<file path="config.mk">
export PLATFORM = sky130hd
export DESIGN_NAME = sar_adc_ctrl
export DESIGN_NICKNAME = d
export VERILOG_FILES = /design/src/rtl/sar_adc_pkg.sv /design/src/rtl/sar_tick_gen.sv /design/src/rtl/sar_seq.sv /design/src/rtl/sar_regs.sv /design/src/rtl/sar_adc_ctrl.sv
export SDC_FILE = /design/constraint.sdc
export NUM_CORES = 1
export LEC_CHECK = 0
export BUFFER_PORTS_ARGS = -buffer_cell sky130_fd_sc_hd__buf_2
export CORE_AREA = 5 5 73 75
export DETAILED_ROUTE_END_ITERATION = 6
export DIE_AREA = 0 0 78 80
export PLACE_DENSITY = 0.81
export SKIP_LAST_GASP = 1
export SYNTH_ARGS = -nofsm -noshare
export SYNTH_HDL_FRONTEND = slang
export SYNTH_HIERARCHICAL = 1
export SYNTH_SLANG_ARGS = --single-unit
</file>
<file path="constraint.sdc">
create_clock -name clk -period 3.1 [get_ports clk]
set_input_delay 0.465 -clock clk [delete_from_list [all_inputs] [get_ports clk]]
set_output_delay 0.465 -clock clk [all_outputs]
set_load 0.02 [all_outputs]
</file>
<file path="src/rtl/sar_adc_pkg.sv">
package sar_adc_pkg;
  localparam logic [7:0] ADDR_CTRL = 8'hB1;
  localparam logic [7:0] ADDR_RHI  = 8'hB2;
  localparam logic [7:0] ADDR_RLO  = 8'hB3;

  localparam int CTRL_EN_BIT   = 7;
  localparam int CTRL_GO_BIT   = 6;
  localparam int CTRL_DONE_BIT = 5;
  localparam int CTRL_GCH_BIT  = 4;
  localparam int CFG_FAST_BIT  = 6;
  localparam int CFG_RES_BIT   = 5;

  localparam int CODE_W = 12;
  localparam int HI_W   = 8;
  localparam int LO_W   = CODE_W - HI_W;
endpackage

</file>
<file path="src/rtl/sar_tick_gen.sv">
module sar_tick_gen #(
  parameter int DIV = 16
) (
  input  logic clk,
  input  logic rst_n,
  input  logic run,
  input  logic fast,
  output logic tick
);
  localparam int CW = (DIV > 1) ? $clog2(DIV) : 1;
  localparam logic [CW-1:0] LAST = CW'(DIV - 1);

  logic [CW-1:0] cnt_q, cnt_d;
  logic          wrap;

  assign wrap = (cnt_q == LAST);

  always_comb begin
    cnt_d = cnt_q;
    if (!run)      cnt_d = '0;
    else if (wrap) cnt_d = '0;
    else           cnt_d = cnt_q + 1'b1;
  end

  always_ff @(posedge clk or negedge rst_n) begin
    if (!rst_n) cnt_q <= '0;
    else        cnt_q <= cnt_d;
  end

  assign tick = run & (fast | wrap);
endmodule

</file>
<file path="src/rtl/sar_seq.sv">
module sar_seq #(
  parameter int W     = 12,
  parameter int LOW_W = 8
) (
  input  logic         clk,
  input  logic         rst_n,
  input  logic         start_go,
  input  logic         abort,
  input  logic         res_full,
  input  logic         tick,
  input  logic         cmp,
  output logic         busy,
  output logic         res_lat,
  output logic         done,
  output logic [W-1:0] dac_code,
  output logic [W-1:0] conv_res
);
  localparam int IW = $clog2(W);
  localparam logic [IW-1:0] TOP_IDX  = IW'(W - 1);
  localparam logic [IW-1:0] SHORT_LSB = IW'(W - LOW_W);

  logic          busy_q, busy_d;
  logic          res_q, res_d;
  logic [IW-1:0] idx_q, idx_d;
  logic [W-1:0]  acc_q, acc_d;
  logic [W-1:0]  onehot, trial, kept;
  logic [IW-1:0] lsb_idx;
  logic          last;

  assign onehot  = {{(W-1){1'b0}}, 1'b1} << idx_q;
  assign trial   = acc_q | onehot;
  assign kept    = cmp ? trial : acc_q;
  assign lsb_idx = res_q ? '0 : SHORT_LSB;
  assign last    = (idx_q == lsb_idx);

  always_comb begin
    busy_d = busy_q;
    res_d  = res_q;
    idx_d  = idx_q;
    acc_d  = acc_q;
    if (start_go) begin
      busy_d = 1'b1;
      res_d  = res_full;
      idx_d  = TOP_IDX;
      acc_d  = '0;
    end else if (abort) begin
      busy_d = 1'b0;
    end else if (busy_q && tick) begin
      acc_d = kept;
      if (last) busy_d = 1'b0;
      else      idx_d  = idx_q - 1'b1;
    end
  end

  always_ff @(posedge clk or negedge rst_n) begin
    if (!rst_n) begin
      busy_q <= 1'b0;
      res_q  <= 1'b0;
      idx_q  <= '0;
      acc_q  <= '0;
    end else begin
      busy_q <= busy_d;
      res_q  <= res_d;
      idx_q  <= idx_d;
      acc_q  <= acc_d;
    end
  end

  assign busy     = busy_q;
  assign res_lat  = res_q;
  assign done     = busy_q & tick & last & ~abort;
  assign conv_res = kept;
  assign dac_code = busy_q ? trial : acc_q;
endmodule

</file>
<file path="src/rtl/sar_regs.sv">
module sar_regs
  import sar_adc_pkg::*;
(
  input  logic              clk,
  input  logic              rst_n,
  input  logic              bus_we,
  input  logic [7:0]        bus_addr,
  input  logic [7:0]        bus_wdata,
  output logic [7:0]        bus_rdata,
  input  logic              busy,
  input  logic              done,
  input  logic [CODE_W-1:0] conv_res,
  output logic              en,
  output logic              start,
  output logic              eoc,
  output logic              gch,
  output logic [2:0]        ch,
  output logic              fast,
  output logic              res_full,
  output logic              start_go,
  output logic              abort
);
  logic            en_q, en_d, go_q, go_d, eoc_q, eoc_d, gch_q, gch_d;
  logic [2:0]      ch_q, ch_d;
  logic            fast_q, fast_d, res_q, res_d;
  logic [HI_W-1:0] hi_q, hi_d;
  logic [LO_W-1:0] lo_q, lo_d;
  logic            ctrl_wr, cfg_wr;
  logic            unused_wbit;

  assign unused_wbit = bus_wdata[3];
  assign ctrl_wr  = bus_we && (bus_addr == ADDR_CTRL);
  assign cfg_wr   = bus_we && (bus_addr == ADDR_RLO);
  assign start_go = ctrl_wr && bus_wdata[CTRL_EN_BIT] && bus_wdata[CTRL_GO_BIT] && !busy;
  assign abort    = ctrl_wr && !bus_wdata[CTRL_EN_BIT] && busy;

  always_comb begin
    en_d   = en_q;
    go_d   = go_q;
    eoc_d  = eoc_q;
    gch_d  = gch_q;
    ch_d   = ch_q;
    fast_d = fast_q;
    res_d  = res_q;
    hi_d   = hi_q;
    lo_d   = lo_q;
    if (ctrl_wr) begin
      en_d  = bus_wdata[CTRL_EN_BIT];
      gch_d = bus_wdata[CTRL_GCH_BIT];
      ch_d  = bus_wdata[2:0];
      if (!bus_wdata[CTRL_EN_BIT]) go_d = 1'b0;
    end
    if (start_go) begin
      go_d  = 1'b1;
      eoc_d = 1'b0;
    end
    if (done) begin
      go_d  = 1'b0;
      eoc_d = 1'b1;
      hi_d  = conv_res[CODE_W-1:LO_W];
      lo_d  = conv_res[LO_W-1:0];
    end
    if (cfg_wr) begin
      fast_d = bus_wdata[CFG_FAST_BIT];
      res_d  = bus_wdata[CFG_RES_BIT];
    end
  end

  always_ff @(posedge clk or negedge rst_n) begin
    if (!rst_n) begin
      en_q   <= 1'b0;
      go_q   <= 1'b0;
      eoc_q  <= 1'b0;
      gch_q  <= 1'b0;
      ch_q   <= '0;
      fast_q <= 1'b0;
      res_q  <= 1'b0;
      hi_q   <= '0;
      lo_q   <= '0;
    end else begin
      en_q   <= en_d;
      go_q   <= go_d;
      eoc_q  <= eoc_d;
      gch_q  <= gch_d;
      ch_q   <= ch_d;
      fast_q <= fast_d;
      res_q  <= res_d;
      hi_q   <= hi_d;
      lo_q   <= lo_d;
    end
  end

  always_comb begin
    case (bus_addr)
      ADDR_CTRL: bus_rdata = {en_q, go_q, eoc_q, gch_q, 1'b0, ch_q};
      ADDR_RHI:  bus_rdata = hi_q;
      ADDR_RLO:  bus_rdata = {1'b0, fast_q, res_q, 1'b0, lo_q};
      default:   bus_rdata = 8'h00;
    endcase
  end

  assign en       = en_q;
  assign start    = go_q;
  assign eoc      = eoc_q;
  assign gch      = gch_q;
  assign ch       = ch_q;
  assign fast     = fast_q;
  assign res_full = res_q;
endmodule

</file>
<file path="src/rtl/sar_adc_ctrl.sv">
module sar_adc_ctrl
  import sar_adc_pkg::*;
#(
  parameter int CLK_DIV = 16
) (
  input  logic              clk,
  input  logic              rst_n,
  input  logic              bus_we,
  input  logic [7:0]        bus_addr,
  input  logic [7:0]        bus_wdata,
  output logic [7:0]        bus_rdata,
  input  logic              cmp_in,
  output logic [CODE_W-1:0] dac_code,
  output logic [2:0]        mux_sel,
  output logic              mux_en
);
  logic              en_w, start_w, eoc_w, gch_w, fast_w, res_w;
  logic [2:0]        ch_w;
  logic              start_go_w, abort_w, busy_w, res_lat_w, done_w, tick_w;
  logic [CODE_W-1:0] conv_res_w;

  sar_regs regs_i (
    .clk(clk), .rst_n(rst_n),
    .bus_we(bus_we), .bus_addr(bus_addr), .bus_wdata(bus_wdata), .bus_rdata(bus_rdata),
    .busy(busy_w), .done(done_w), .conv_res(conv_res_w),
    .en(en_w), .start(start_w), .eoc(eoc_w), .gch(gch_w), .ch(ch_w),
    .fast(fast_w), .res_full(res_w), .start_go(start_go_w), .abort(abort_w)
  );

  sar_tick_gen #(.DIV(CLK_DIV)) tick_i (
    .clk(clk), .rst_n(rst_n), .run(busy_w), .fast(fast_w), .tick(tick_w)
  );

  sar_seq #(.W(CODE_W), .LOW_W(HI_W)) seq_i (
    .clk(clk), .rst_n(rst_n),
    .start_go(start_go_w), .abort(abort_w), .res_full(res_w),
    .tick(tick_w), .cmp(cmp_in),
    .busy(busy_w), .res_lat(res_lat_w), .done(done_w),
    .dac_code(dac_code), .conv_res(conv_res_w)
  );

  assign mux_sel = ch_w;
  assign mux_en  = en_w & gch_w;
endmodule

</file>
Word level (Yosys, flattened, before mapping). Index checks and enable logic that the tools add are counted.

Multiplexer cells: 23. Reductions and logical operators: 19. Shifts and indexed selects: 1. Eq/ne operators: 8. Bitwise logic cells: 8. Add/subtract/negate cells: 2.

Operators with widths (count): $mux 12 (5); $eq 8x8->1 const B (3); $mux 4 (6); $pmux 8 s3 (1); $or 12x12->12 (1); $shl 1x4->12 const A (1); $mux 1 (10); $reduce_bool 3->1 (3); $logic_and 1x1->1 (8); $reduce_and 2->1 (3); $and 1x1->1 (5); $add 4x1->4 const B (1); $eq 4x4->1 (1); $eq 4x4->1 const B (1); $ne 2x2->1 const B (2); $reduce_bool 2->1 (2); $sub 4x1->4 const B (1); $mux 3 (1); $ne 3x1->1 const B (1); $reduce_and 3->1 (1); $logic_not 1->1 (2); $not 1->1 (1); $or 1x1->1 (1).

Output and inout port bits: 24. Bits in registers: 43. Logic and storage cells: 75.

Longest topological paths before layout.
Depth in word-level cells: 8. Mapped depth: 9. Mapped depth without buffers: 7.

By module. The synthesis kept the hierarchy.

By module, submodules not included: sar_seq (sequential area each 450.4 um^2, area an instance 1127.3 um^2, times used 1, cells each 122); sar_regs (sequential area each 525.5 um^2, area an instance 1084.8 um^2, times used 1, cells each 87); sar_tick_gen (sequential area each 100.1 um^2, area an instance 186.4 um^2, times used 1, cells each 15); sar_adc_ctrl (sequential area each 0.0 um^2, area an instance 6.3 um^2, times used 1, cells each 1).

Worst setup path before layout. Ideal clock, no wire load.

Path kind: input port to flip-flop. From: input port bus_addr[1]. To: register regs_i.hi_q[0]. Slack: 0.719 ns. Setup time: 0.125 ns. Data arrival time: 2.257 ns. Path buffers: 4. Stages on the path: 9. Path through: buf_2 > nor3_1 > and3_1 > and3b_1 > buf_2 > and3_1 > clkbuf_1 > buf_2 > mux2_2.

Cells in the longest elaborated chain, start to end: 6.

RTL lines: start, declared (line sar_adc_ctrl.sv:9) `input logic [7:0] bus_addr,`; $eq 8x8->1 (line sar_regs.sv:32) `assign ctrl_wr = bus_we && (bus_addr == ADDR_CTRL);`; $logic_and 1x1->1 (line sar_regs.sv:32); $logic_and 1x1->1 (2 in series) (line sar_regs.sv:35) `assign abort = ctrl_wr && !bus_wdata[CTRL_EN_BIT] && busy;`; net abort_w (line sar_adc_ctrl.sv:19) `logic start_go_w, abort_w, busy_w, res_lat_w, done_w, tick_w;`; $not 1->1 (line sar_seq.sv:71) `assign done = busy_q & tick & last & ~abort;`; $and 1x1->1 (line sar_seq.sv:71); net done_w (line sar_adc_ctrl.sv:19); end signal, assigned (line sar_regs.sv:88) `hi_q <= hi_d;`; end, declared (line sar_regs.sv:26) `logic [HI_W-1:0] hi_q, hi_d;`.

The timed path passes the listed nets, and every way through them passes these cells. A chain may end at the register's enable or synchronous reset.

Final worst setup path.
From: register tick_i.cnt_q[0]. To: register regs_i.lo_q[3].

Cells in the longest elaborated chain, start to end: 6.

RTL lines: start, declared (line sar_tick_gen.sv:13) `logic [CW-1:0] cnt_q, cnt_d;`; start signal, assigned (line sar_tick_gen.sv:27) `else cnt_q <= cnt_d;`; $eq 4x4->1 (line sar_tick_gen.sv:16) `assign wrap = (cnt_q == LAST);`; $or 1x1->1 (line sar_tick_gen.sv:30) `assign tick = run & (fast | wrap);`; $and 1x1->1 (line sar_tick_gen.sv:30); net tick_w (line sar_adc_ctrl.sv:19); $and 1x1->1 (3 in series) (line sar_seq.sv:71); net done_w (line sar_adc_ctrl.sv:19); end signal, assigned (line sar_regs.sv:89) `lo_q <= lo_d;`; end, declared (line sar_regs.sv:27) `logic [LO_W-1:0] lo_q, lo_d;`.

The timed path passes the listed nets, and every way through them passes these cells.

==> flow_summary.json <==
{
  "yosys-top-cells-count": "dfrtp_1, mux2_2, nor2_1",
  "crit_required_ps": 3290,
  "p_sw_share_pct": 26.0,
  "synth_area_leader_cell": "dfrtp_1",
  "path_class": "reg2reg",
  "ant_nets": 0,
  "period_share_pct": 78.6,
  "cap_violations": 0,
  "diodes": 0,
  "grt_pass1_wl_um": 8890,
  "finalMaxSlewViolations": 0,
  "worstHoldPathType": "in2async",
  "worstPathMaxFanout": 15,
  "gp_congestion": 0.829,
  "die_w_um": 78,
  "drive_gt1_share_pct": 37.1,
  "rr_worst_depth": 7,
  "clk_pin_slew_ps": 80,
  "p_sw_mw": 0.267,
  "drt_iter0_drc": 106,
  "antenna_found_initial": 0,
  "p_int_mw": 0.759,
  "cts_made_buffers": 5,
  "routed_wl_um": 5370,
  "die_h_um": 80,
  "start_util_pct": 52.3,
  "synthAdderAreaFrac_pct": 3.12,
  "irDropWorstVdd_v": 0.000301,
  "synth_top_family_by_area": "simple AND/OR/NAND/NOR gates",
  "hpwl_um": 3910,
  "placementRows": 25,
  "drt-met1-wl_um": 2240,
  "setup_ws_ps": 663,
  "grt_max_degree": 44,
  "syn_nets": 251,
  "avgViaCountPerCell": 5.96,
  "yosysTopAreaCellShare_pct": 44.7,
  "reg2reg_setup_slack_ps": 660,
  "postCtsSetupBuffers": 0,
  "dr.max_layer_used": "met4",
  "power_leakage_nw": 1.50,
  "synth_seq_cells": 43,
  "met3_length_um": 248,
  "die-area_um2": 6240,
  "reg2reg_from": "tick_i/cnt_q[0]",
  "ios": 44,
  "syn_inst": 225,
  "overflow": 0,
  "tns_ps": 0,
  "seq_power_share_pct": 56.2,
  "synth_edf_count": 0,
  "period_minus_slack_ps": 2440,
  "setup_viol": 0,
  "syn_area_um2": 2400,
  "port-buffer-count": 42,
  "cts_hold_buf": 0,
  "drc": 0,
  "final_net_count": 284,
  "worst_ep_arrival_time_ps": 2630,
  "grt_use_total_pct": 18.2,
  "synthMuxAreaShare_pct": 13.5,
  "h-tree-depth": 2,
  "netlist-cell-type-count": 44,
  "r2r-end": "regs_i/lo_q[3]",
  "syn_to_final_growth_pct": 12.9,
  "synth.avg_cell_area_um2": 10.7,
  "wl_per_cell_um": 17.2,
  "yosys.area_share.simple_pct": 17.2,
  "wl_met2_um": 2730,
  "grt_pass1_vias": 1871,
  "final_util_pct": 59.0,
  "async_flop_share_pct": 100,
  "ys_seq_area_share_pct": 44.7,
  "synth_area_leaders": "dfrtp_1, mux2_2, nor2_1, a21o_1, ha_1",
  "synth_compound_area_share_pct": 16.3,
  "num_vias": 1866,
  "cts_tree": "built",
  "hold_slack_ps": 304,
  "root_buffer": "clkbuf_8",
  "comb_power_share_pct": 7.5,
  "outcome": "finished, final reports clean",
  "max_freq_ghz": 0.410,
  "cts_max_path_buffers": 2,
  "yosys_warnings": 6,
  "core-area_um2": 4600,
  "finalHoldViolCount": 0,
  "clk_latency_ps": 300,
  "power_density_nw_per_um2": 378,
  "cts_resized": 0,
  "drt_pass1_iterations": 4,
  "rsz0062_at_grt": "false",
  "synth_ff_type": "dfrtp_1",
  "tightest_slew_ps": 955,
  "p_clk_share_pct": 36.3,
  "start_kind": "register",
  "relSlewSlack_pct": 36.4,
  "yosysMostFrequentCell": "dfrtp_1",
  "synth_xor_area_share_pct": 0.728,
  "cts_sinks": 43,
  "place_ws_ps": 566,
  "crit_path_end_kind": "register",
  "fin_skew_ps": 5.79
}
stage by stage:
| step | power, mW | instances | instance area, µm² |
|---|---|---|---|
| final | 1.03 | 313 | 2720 |
| after global routing | 1.07 | 313 | 2720 |
| after CTS | 1.03 | 313 | 2720 |
| after detailed placement | 0.666 | 305 | 2620 |
| after global placement | 0.663 | 305 | 2620 |
| after floorplan | 0.629 | 225 | 2400 |
worst max-delay path, stage by stage, from the launching register on:
cell,delay (ps)
dfrtp_1,420
ha_1,220
and3_1,220
o21a_1,150
and3b_1,490
and3_1,230
buf_4,230
mux2_2,360
layer usage:
layer	up-vias	track usage [%]
li1	880	-
met1	936	22.3
met2	39	30.1
met3	11	3.95
met4	0	9.12
met5	-	0
final cells by class:
cell class	count	area, µm²
sequential	43	1080
clock inverter	3	23.8
timing repair buffer	44	225
inverter	7	26.3
fill	404	1880
clock buffer	5	68.8
multi-input combinational	157	1230
tap	54	67.6
cells by family (layout without fill, tap and decap cells):
family	Yosys count	in the layout
muxes	29	29
AOI/OAI and AO/OA	52	52
xor gates and xnor gates	2	2
and+or+nand+nor	68	68
buffers and inverters	25	59
DFF	43	43
adders and majority gates	6	6
sequential cells by signal, summed over array words and instances, names as in the netlist, 3 cells and up:
register      cells
seq_i/acc_q      12
seq_i/idx_q       4
regs_i/lo_q       4
regs_i/ch         3
tick_i/cnt_q      4
regs_i/hi_q       8
worst max-delay path by stage:
stage / start / endpoint / slack (ps)
6_report: tick_i/cnt_q[0] / regs_i/lo_q[3] / 660
2_1_floorplan: bus_addr[1] / regs_i/hi_q[0] / 720
3_5_place_dp: bus_addr[0] / regs_i/hi_q[7] / 570
5_1_grt: tick_i/cnt_q[0] / regs_i/hi_q[7] / 520
3_3_place_gp: bus_addr[0] / regs_i/hi_q[0] / 620
4_1_cts: tick_i/cnt_q[0] / regs_i/lo_q[3] / 660
power groups by stage:
stage	combinational (mW)	sequential [mW]	clock, mW
floorplan	0.0429	0.586	0
CTS	0.0781	0.577	0.379
global placement	0.0755	0.588	0
finish	0.0772	0.577	0.372
global route	0.0864	0.578	0.408
detailed placement	0.0776	0.588	0
layout by cell type, fill, tap and decap left out, types with 3 or more instances in the layout:
cell type / Yosys / final
buf_2: 11 / 42
nor2_1: 26 / 26
a31o_2: 7 / 7
a21oi_1: 3 / 3
a21o_1: 12 / 12
nand2_1: 5 / 5
and2_1: 3 / 3
a22oi_1: 7 / 7
dfrtp_1: 43 / 43
mux2_2: 27 / 27
a31oi_1: 11 / 11
inv_1: 7 / 7
and3b_1: 3 / 3
clkbuf_8: 0 / 5
nor2b_1: 6 / 6
and3_1: 5 / 5
o21bai_1: 4 / 4
ha_1: 6 / 6
Note: power is estimated with default switching activity, not from simulation.
